File: config.mk
export PLATFORM = sky130hd
export DESIGN_NAME = icu_cmd_port
export DESIGN_NICKNAME = d
export VERILOG_FILES = /design/src/rtl/icu_cmd_pkg.sv /design/src/rtl/icu_cmd_seq.sv /design/src/rtl/icu_cmd_opdec.sv /design/src/rtl/icu_cmd_rdmux.sv /design/src/rtl/icu_cmd_port.sv
export SDC_FILE = /design/constraint.sdc
export NUM_CORES = 1
export LEC_CHECK = 0
export BUFFER_PORTS_ARGS = -buffer_cell sky130_fd_sc_hd__buf_4
export CAP_MARGIN = 20
export CORE_MARGIN = 4
export CORE_UTILIZATION = 40
export CTS_BUF_LIST = sky130_fd_sc_hd__clkbuf_4
export DETAILED_ROUTE_END_ITERATION = 16
export GPL_TIMING_DRIVEN = 1
export PLACE_DENSITY = 0.77
export SLEW_MARGIN = 20
export SYNTH_ARGS = -nofsm -noshare
export SYNTH_HDL_FRONTEND = slang
export SYNTH_HIERARCHICAL = 1
export SYNTH_SLANG_ARGS = --single-unit
File: constraint.sdc
create_clock -name clk -period 2.2 [get_ports clk]
set_input_delay 0.22 -clock clk [delete_from_list [all_inputs] [get_ports clk]]
set_output_delay 0.22 -clock clk [all_outputs]
set_load 0.03 [all_outputs]
File: src/rtl/icu_cmd_pkg.sv
package icu_cmd_pkg;
  typedef enum logic [2:0] {
    ST_IDLE = 3'd0,
    ST_B2   = 3'd1,
    ST_B3   = 3'd2,
    ST_B4   = 3'd3,
    ST_RUN  = 3'd4
  } seq_st_e;

  typedef struct packed {
    logic level_trig;
    logic single;
    logic need4;
  } cfg1_t;

  typedef struct packed {
    logic sfnm;
    logic buf_en;
    logic buf_master;
    logic auto_eoi;
  } cfg4_t;

  // bit positions decoded by neighbouring logic
  localparam int unsigned B_NEED4  = 0;
  localparam int unsigned B_SINGLE = 1;
  localparam int unsigned B_LEVEL  = 3;
  localparam int unsigned B_START  = 4;
  localparam int unsigned B_KIND   = 3;
  localparam int unsigned B_RIS    = 0;
  localparam int unsigned B_RR     = 1;
  localparam int unsigned B_POLL   = 2;
  localparam int unsigned B_SMV    = 5;
  localparam int unsigned B_SME    = 6;
endpackage

File: src/rtl/icu_cmd_seq.sv
module icu_cmd_seq
  import icu_cmd_pkg::*;
#(
  parameter int unsigned DW = 8,
  localparam int unsigned LW = $clog2(DW),
  localparam int unsigned BW = DW - LW
) (
  input  logic          clk,
  input  logic          rst,
  input  logic          wr_stb,
  input  logic          addr,
  input  logic [DW-1:0] din,
  output logic          start,
  output logic          wr_op0,
  output logic          wr_op1,
  output logic          init_done,
  output logic          isr_clr,
  output cfg1_t         cfg1,
  output logic [BW-1:0] vec_base,
  output logic [DW-1:0] casc_cfg,
  output cfg4_t         cfg4
);
  seq_st_e st;

  assign start  = wr_stb && !addr && din[B_START];
  assign wr_op0 = wr_stb && !addr && !din[B_START] && (st == ST_RUN);
  assign wr_op1 = wr_stb && addr && (st == ST_RUN);
  assign init_done = (st == ST_RUN);

  always_ff @(posedge clk) begin
    if (rst) begin
      st       <= ST_IDLE;
      cfg1     <= '0;
      vec_base <= '0;
      casc_cfg <= '0;
      cfg4     <= '0;
      isr_clr  <= 1'b0;
    end else begin
      isr_clr <= start;
      if (start) begin
        cfg1.level_trig <= din[B_LEVEL];
        cfg1.single     <= din[B_SINGLE];
        cfg1.need4      <= din[B_NEED4];
        casc_cfg        <= '0;
        cfg4            <= '0;
        st              <= ST_B2;
      end else if (wr_stb && addr) begin
        case (st)
          ST_B2: begin
            vec_base <= din[DW-1:LW];
            if (!cfg1.single)    st <= ST_B3;
            else if (cfg1.need4) st <= ST_B4;
            else                 st <= ST_RUN;
          end
          ST_B3: begin
            casc_cfg <= din;
            st <= cfg1.need4 ? ST_B4 : ST_RUN;
          end
          ST_B4: begin
            cfg4.auto_eoi   <= din[1];
            cfg4.buf_master <= din[2];
            cfg4.buf_en     <= din[3];
            cfg4.sfnm       <= din[4];
            st <= ST_RUN;
          end
          default: ;
        endcase
      end
    end
  end
endmodule

File: src/rtl/icu_cmd_opdec.sv
module icu_cmd_opdec
  import icu_cmd_pkg::*;
#(
  parameter int unsigned DW = 8,
  localparam int unsigned LW = $clog2(DW)
) (
  input  logic          clk,
  input  logic          rst,
  input  logic          start,
  input  logic          wr_op0,
  input  logic          wr_op1,
  input  logic          rd_stb,
  input  logic [DW-1:0] din,
  output logic [DW-1:0] mask,
  output logic          cmd_stb,
  output logic          cmd_rot,
  output logic          cmd_sel,
  output logic          cmd_eoi,
  output logic [LW-1:0] cmd_lvl,
  output logic          rot_aeoi,
  output logic          smm,
  output logic          read_isr,
  output logic          poll_pending
);
  logic is_cmd, is_ctl;
  assign is_cmd = wr_op0 && !din[B_KIND];
  assign is_ctl = wr_op0 && din[B_KIND];

  always_ff @(posedge clk) begin
    if (rst) begin
      mask <= '0;
    end else if (start) begin
      mask <= '0;
    end else if (wr_op1) begin
      mask <= din;
    end
  end

  always_ff @(posedge clk) begin
    if (rst) begin
      cmd_stb <= 1'b0;
      cmd_rot <= 1'b0;
      cmd_sel <= 1'b0;
      cmd_eoi <= 1'b0;
      cmd_lvl <= '0;
    end else begin
      cmd_stb <= is_cmd;
      if (is_cmd) begin
        cmd_rot <= din[7];
        cmd_sel <= din[6];
        cmd_eoi <= din[5];
        cmd_lvl <= din[LW-1:0];
      end
    end
  end

  always_ff @(posedge clk) begin
    if (rst || start) begin
      rot_aeoi <= 1'b0;
    end else if (is_cmd && din[6:5] == 2'b00) begin
      rot_aeoi <= din[7];
    end
  end

  always_ff @(posedge clk) begin
    if (rst || start) begin
      smm      <= 1'b0;
      read_isr <= 1'b0;
    end else if (is_ctl) begin
      if (din[B_SME]) smm      <= din[B_SMV];
      if (din[B_RR])  read_isr <= din[B_RIS];
    end
  end

  always_ff @(posedge clk) begin
    if (rst || start) begin
      poll_pending <= 1'b0;
    end else if (is_ctl && din[B_POLL]) begin
      poll_pending <= 1'b1;
    end else if (rd_stb) begin
      poll_pending <= 1'b0;
    end
  end
endmodule

File: src/rtl/icu_cmd_rdmux.sv
module icu_cmd_rdmux #(
  parameter int unsigned DW = 8
) (
  input  logic          clk,
  input  logic          rst,
  input  logic          rd_stb,
  input  logic          addr,
  input  logic          poll_pending,
  input  logic          read_isr,
  input  logic [DW-1:0] mask,
  input  logic [DW-1:0] irr_in,
  input  logic [DW-1:0] isr_in,
  input  logic [DW-1:0] poll_in,
  output logic [DW-1:0] dout
);
  logic [DW-1:0] sel;

  always_comb begin
    if (addr)              sel = mask;
    else if (poll_pending) sel = poll_in;
    else if (read_isr)     sel = isr_in;
    else                   sel = irr_in;
  end

  always_ff @(posedge clk) begin
    if (rst)         dout <= '0;
    else if (rd_stb) dout <= sel;
  end
endmodule

File: src/rtl/icu_cmd_port.sv
module icu_cmd_port
  import icu_cmd_pkg::*;
#(
  parameter int unsigned DW = 8,
  localparam int unsigned LW = $clog2(DW),
  localparam int unsigned BW = DW - LW
) (
  input  logic          clk,
  input  logic          rst,
  input  logic          cs,
  input  logic          wr,
  input  logic          rd,
  input  logic          addr,
  input  logic [DW-1:0] din,
  output logic [DW-1:0] dout,
  input  logic [DW-1:0] irr_in,
  input  logic [DW-1:0] isr_in,
  input  logic [DW-1:0] poll_in,
  output logic          init_done,
  output logic          level_trig,
  output logic          single_mode,
  output logic [BW-1:0] vec_base,
  output logic [DW-1:0] casc_cfg,
  output logic          auto_eoi,
  output logic          buf_master,
  output logic          buf_en,
  output logic          sfnm,
  output logic [DW-1:0] mask,
  output logic          isr_clr,
  output logic          cmd_stb,
  output logic          cmd_rot,
  output logic          cmd_sel,
  output logic          cmd_eoi,
  output logic [LW-1:0] cmd_lvl,
  output logic          rot_aeoi,
  output logic          smm,
  output logic          poll_pending
);
  logic  wr_stb, rd_stb, start, wr_op0, wr_op1, read_isr;
  cfg1_t cfg1;
  cfg4_t cfg4;

  assign wr_stb = cs && wr;
  assign rd_stb = cs && rd;

  icu_cmd_seq #(.DW(DW)) seq_i (
    .clk(clk), .rst(rst), .wr_stb(wr_stb), .addr(addr), .din(din),
    .start(start), .wr_op0(wr_op0), .wr_op1(wr_op1),
    .init_done(init_done), .isr_clr(isr_clr), .cfg1(cfg1),
    .vec_base(vec_base), .casc_cfg(casc_cfg), .cfg4(cfg4)
  );

  icu_cmd_opdec #(.DW(DW)) opdec_i (
    .clk(clk), .rst(rst), .start(start), .wr_op0(wr_op0), .wr_op1(wr_op1),
    .rd_stb(rd_stb), .din(din), .mask(mask), .cmd_stb(cmd_stb),
    .cmd_rot(cmd_rot), .cmd_sel(cmd_sel), .cmd_eoi(cmd_eoi),
    .cmd_lvl(cmd_lvl), .rot_aeoi(rot_aeoi), .smm(smm),
    .read_isr(read_isr), .poll_pending(poll_pending)
  );

  icu_cmd_rdmux #(.DW(DW)) rdmux_i (
    .clk(clk), .rst(rst), .rd_stb(rd_stb), .addr(addr),
    .poll_pending(poll_pending), .read_isr(read_isr), .mask(mask),
    .irr_in(irr_in), .isr_in(isr_in), .poll_in(poll_in), .dout(dout)
  );

  assign level_trig  = cfg1.level_trig;
  assign single_mode = cfg1.single;
  assign auto_eoi    = cfg4.auto_eoi;
  assign buf_master  = cfg4.buf_master;
  assign buf_en      = cfg4.buf_en;
  assign sfnm        = cfg4.sfnm;
endmodule

==> metrics.yaml <==
tritoncts: "built"
end_kind: "flip-flop"
yosys_warnings: 6
synth_top_cell_by_area: "dfxtp_1"
timing.fmax_mhz: 561.0
finalMaxSlewViolations: 0
synthesis.area_um2: 2268
drt_iter0_drc: 157
synth_nets: 276
fin_crit_sh_pct: 81.02
clock_latency_ns: 0.38
finalSetupViolCount: 0
irDropWorstVdd_uv: 231.3
hold_viol_final: 0
rsz0062_at_grt: "false"
combinationalPowerShare_pct: 10.4
first_pass_iters: 4
insertedDiodeCount: 0
max-slew-margin-rel_pct: 55.19
gp_congestion: 0.9024
power_mw: 1.791
dpl.hpwl_um: 4604
setup_tns_ns: 0
wl_per_cell_um: 16.03
nNetsFinal: 350
startpoint_type: "flip-flop"
ios: 85
required_ns: 2.52
yosysUniqueCellTypes: 37
drc: 0
synth-edff-count: 0
status: "finished, final reports clean"
path_class: "flip-flop to flip-flop"
fp.dieH_um: 83.31
cts_buffers: 5
internal-power_mw: 1.374
avgSynthCellArea_um2: 9.531
synth_seq_cells: 51
period_needed_ns: 1.782
dieArea_um2: 6940
yosysSeqAreaShare_pct: 45.01
clk_pin_slew_ns: 0.15
skew_ns: 0.01458
grt_pass1_wl_um: 9998
area.growth.synth_to_final_pct: 31.38
crit_fanout: 13
p_sw_uw: 416.4
yosys-top-cells-count: "51 x dfxtp_1, 22 x a21oi_1, 21 x mux2i_1"
min_path_type: "input pin to flip-flop"
wl_um: 6173
power_frac_clock_pct: 36.9
cp.arrival_ns: 2.10
core_area_um2: 5507
cts_root_buffer: "clkbuf_4"
cts_sinks: 51
grt_overflow: 0
post_cts_resized: 0
numPortBuffers: 84
ys_async_sr_fraction_pct: 0
leakagePower_nw: 1.220
htree_levels: 2
grt_pass1_vias: 2037
tightest_slew_ns: 0.6707
drive_gt1_share_pct: 36.74
cap_viol_max_count: 0
cts_setup_buffers: 0
ant_nets: 0
grt_use_total_pct: 17.72
synth_area_leaders: "dfxtp_1 45%, mux2i_1 9.3%, a21oi_1 4.9%, mux2_2 4.0%, o21ai_0 3.1%"
num_vias: 2069
synth_top_area_share_pct: 45.01
powerDensity_nw_per_um2: 600.8
num_rows: 27
start_util_pct: 41.20
yosysMostFrequentCell: "dfxtp_1"
seqPwrFrac_pct: 52.8
vias_per_cell: 5.374
clockBufferDepth: 2
switching_share_pct: 23.25
netlist_instances: 238
grt_max_degree: 28
ctsHoldBuffers: 0
antenna_found_initial: 0
synth_ff_type: "dfxtp_1"
die_w_um: 83.31
## logic make-up after synthesis
family	Yosys count	share of synthesized area [%]
simple gates	73	17.48
compound gates	61	17.04
flops	51	45.01
mux	30	13.90
buf+inv	23	6.563
## critical path, cell delays in order (launching register included)
cell	delay, ns
dfxtp_1	0.46
nor3b_2	0.26
nand2_1	0.07
nor3_1	0.24
nor2b_1	0.43
nand3_1	0.13
a21oi_1	0.13
## flip-flops by register name, indices dropped and copies added, names as in the netlist, 3 cells and up
signal,cells
seq_i/casc_cfg,8
seq_i/vec_base,5
opdec_i/mask,8
seq_i/st,3
opdec_i/cmd_lvl,3
seq_i/cfg4,4
rdmux_i/dout,8
seq_i/cfg1,3
## layout make-up
cell class / instances / area (um2)
flip-flops and latches: 51 / 1021
repair buffers: 86 / 645.6
clock buffers: 5 / 37.54
inverters: 4 / 15.01
clock inverters: 3 / 67.56
fillers: 514 / 2526
well taps: 72 / 90.09
multi-input cells: 164 / 1104
## routing by layer
layer / vias up / part of all wire, % / GRT usage, %
met2: 62 / 51 / 30.17
met5: - / 0 / 0
li1: 1006 / - / -
met1: 994 / 42 / 21.02
met3: 7 / 5.6 / 4.663
met4: 0 / 1.7 / 7.281
## through the flow
stage / instances / util [%] / setup slack, ns / area (um2) / hold slack [ns]
6_report: 385 / 54.12 / 0.4175 / 2980 / 0.1218
5_1_grt: 385 / 54.12 / 0.08049 / 2980 / 0.09789
4_1_cts: 385 / 54.12 / 0.4182 / 2980 / 0.1046
3_5_place_dp: 377 / 52.22 / 0.4655 / 2875 / 0.4502
3_3_place_gp: 377 / 52.22 / 0.5046 / 2875 / 0.4452
2_1_floorplan: 238 / - / 0.2164 / 2273 / 0.3525
## power by group through the flow
stage	Sequential [mW]	Clock (mW)	Combinational, mW
final	0.945	0.660	0.186
after global routing	0.947	0.714	0.199
after CTS	0.945	0.669	0.185
after detailed placement	0.965	0	0.185
after global placement	0.964	0	0.182
after floorplan	0.985	0	0.0734
## cell usage in the layout, fill, tap and decap left out
cell type   netlist  layout
buf_4             2      86
dfxtp_1          51      51
a21oi_1          22      22
mux2i_1          21      21
nand2_1          17      17
nor2_1           15      15
o21ai_0          14      14
nand3_1          13      13
mux2_2            8       8
a211oi_1          8       8
o22ai_1           7       7
clkbuf_4          0       5
nor4b_1           5       5
a31o_2            5       5
inv_1             4       4
nand4_1           4       4
nand2b_1          3       3
nor2b_1           3       3
and2_1            2       2
bufinv_16         0       2
nand3b_1          2       2
and3b_1           2       2
clkinvlp_4        0       1
or2_4             1       1
nor2_2            1       1
o31ai_4           1       1
nand3b_2          1       1
nor3b_2           0       1
nor3_1            1       1
and3_1            1       1
nand4b_2          1       1
a211o_1           1       1
o211ai_1          1       1
a31oi_1           1       1
mux2_4            1       1
a221oi_2          1       1
## final timing paths
| kind | cells past startpoint | startpoint | slack, ns | to |
|---|---|---|---|---|
| min reg2reg | 2 | opdec_i/cmd_lvl[2] | 0.47 | opdec_i/cmd_lvl[2] |
| min | 3 | din[2] | 0.12 | opdec_i/cmd_lvl[2] |
| max | 6 | seq_i/st[0] | 0.42 | opdec_i/rot_aeoi |
| max reg2reg | 6 | seq_i/st[0] | 0.42 | opdec_i/rot_aeoi |
(Power assumes the default switching activity.)
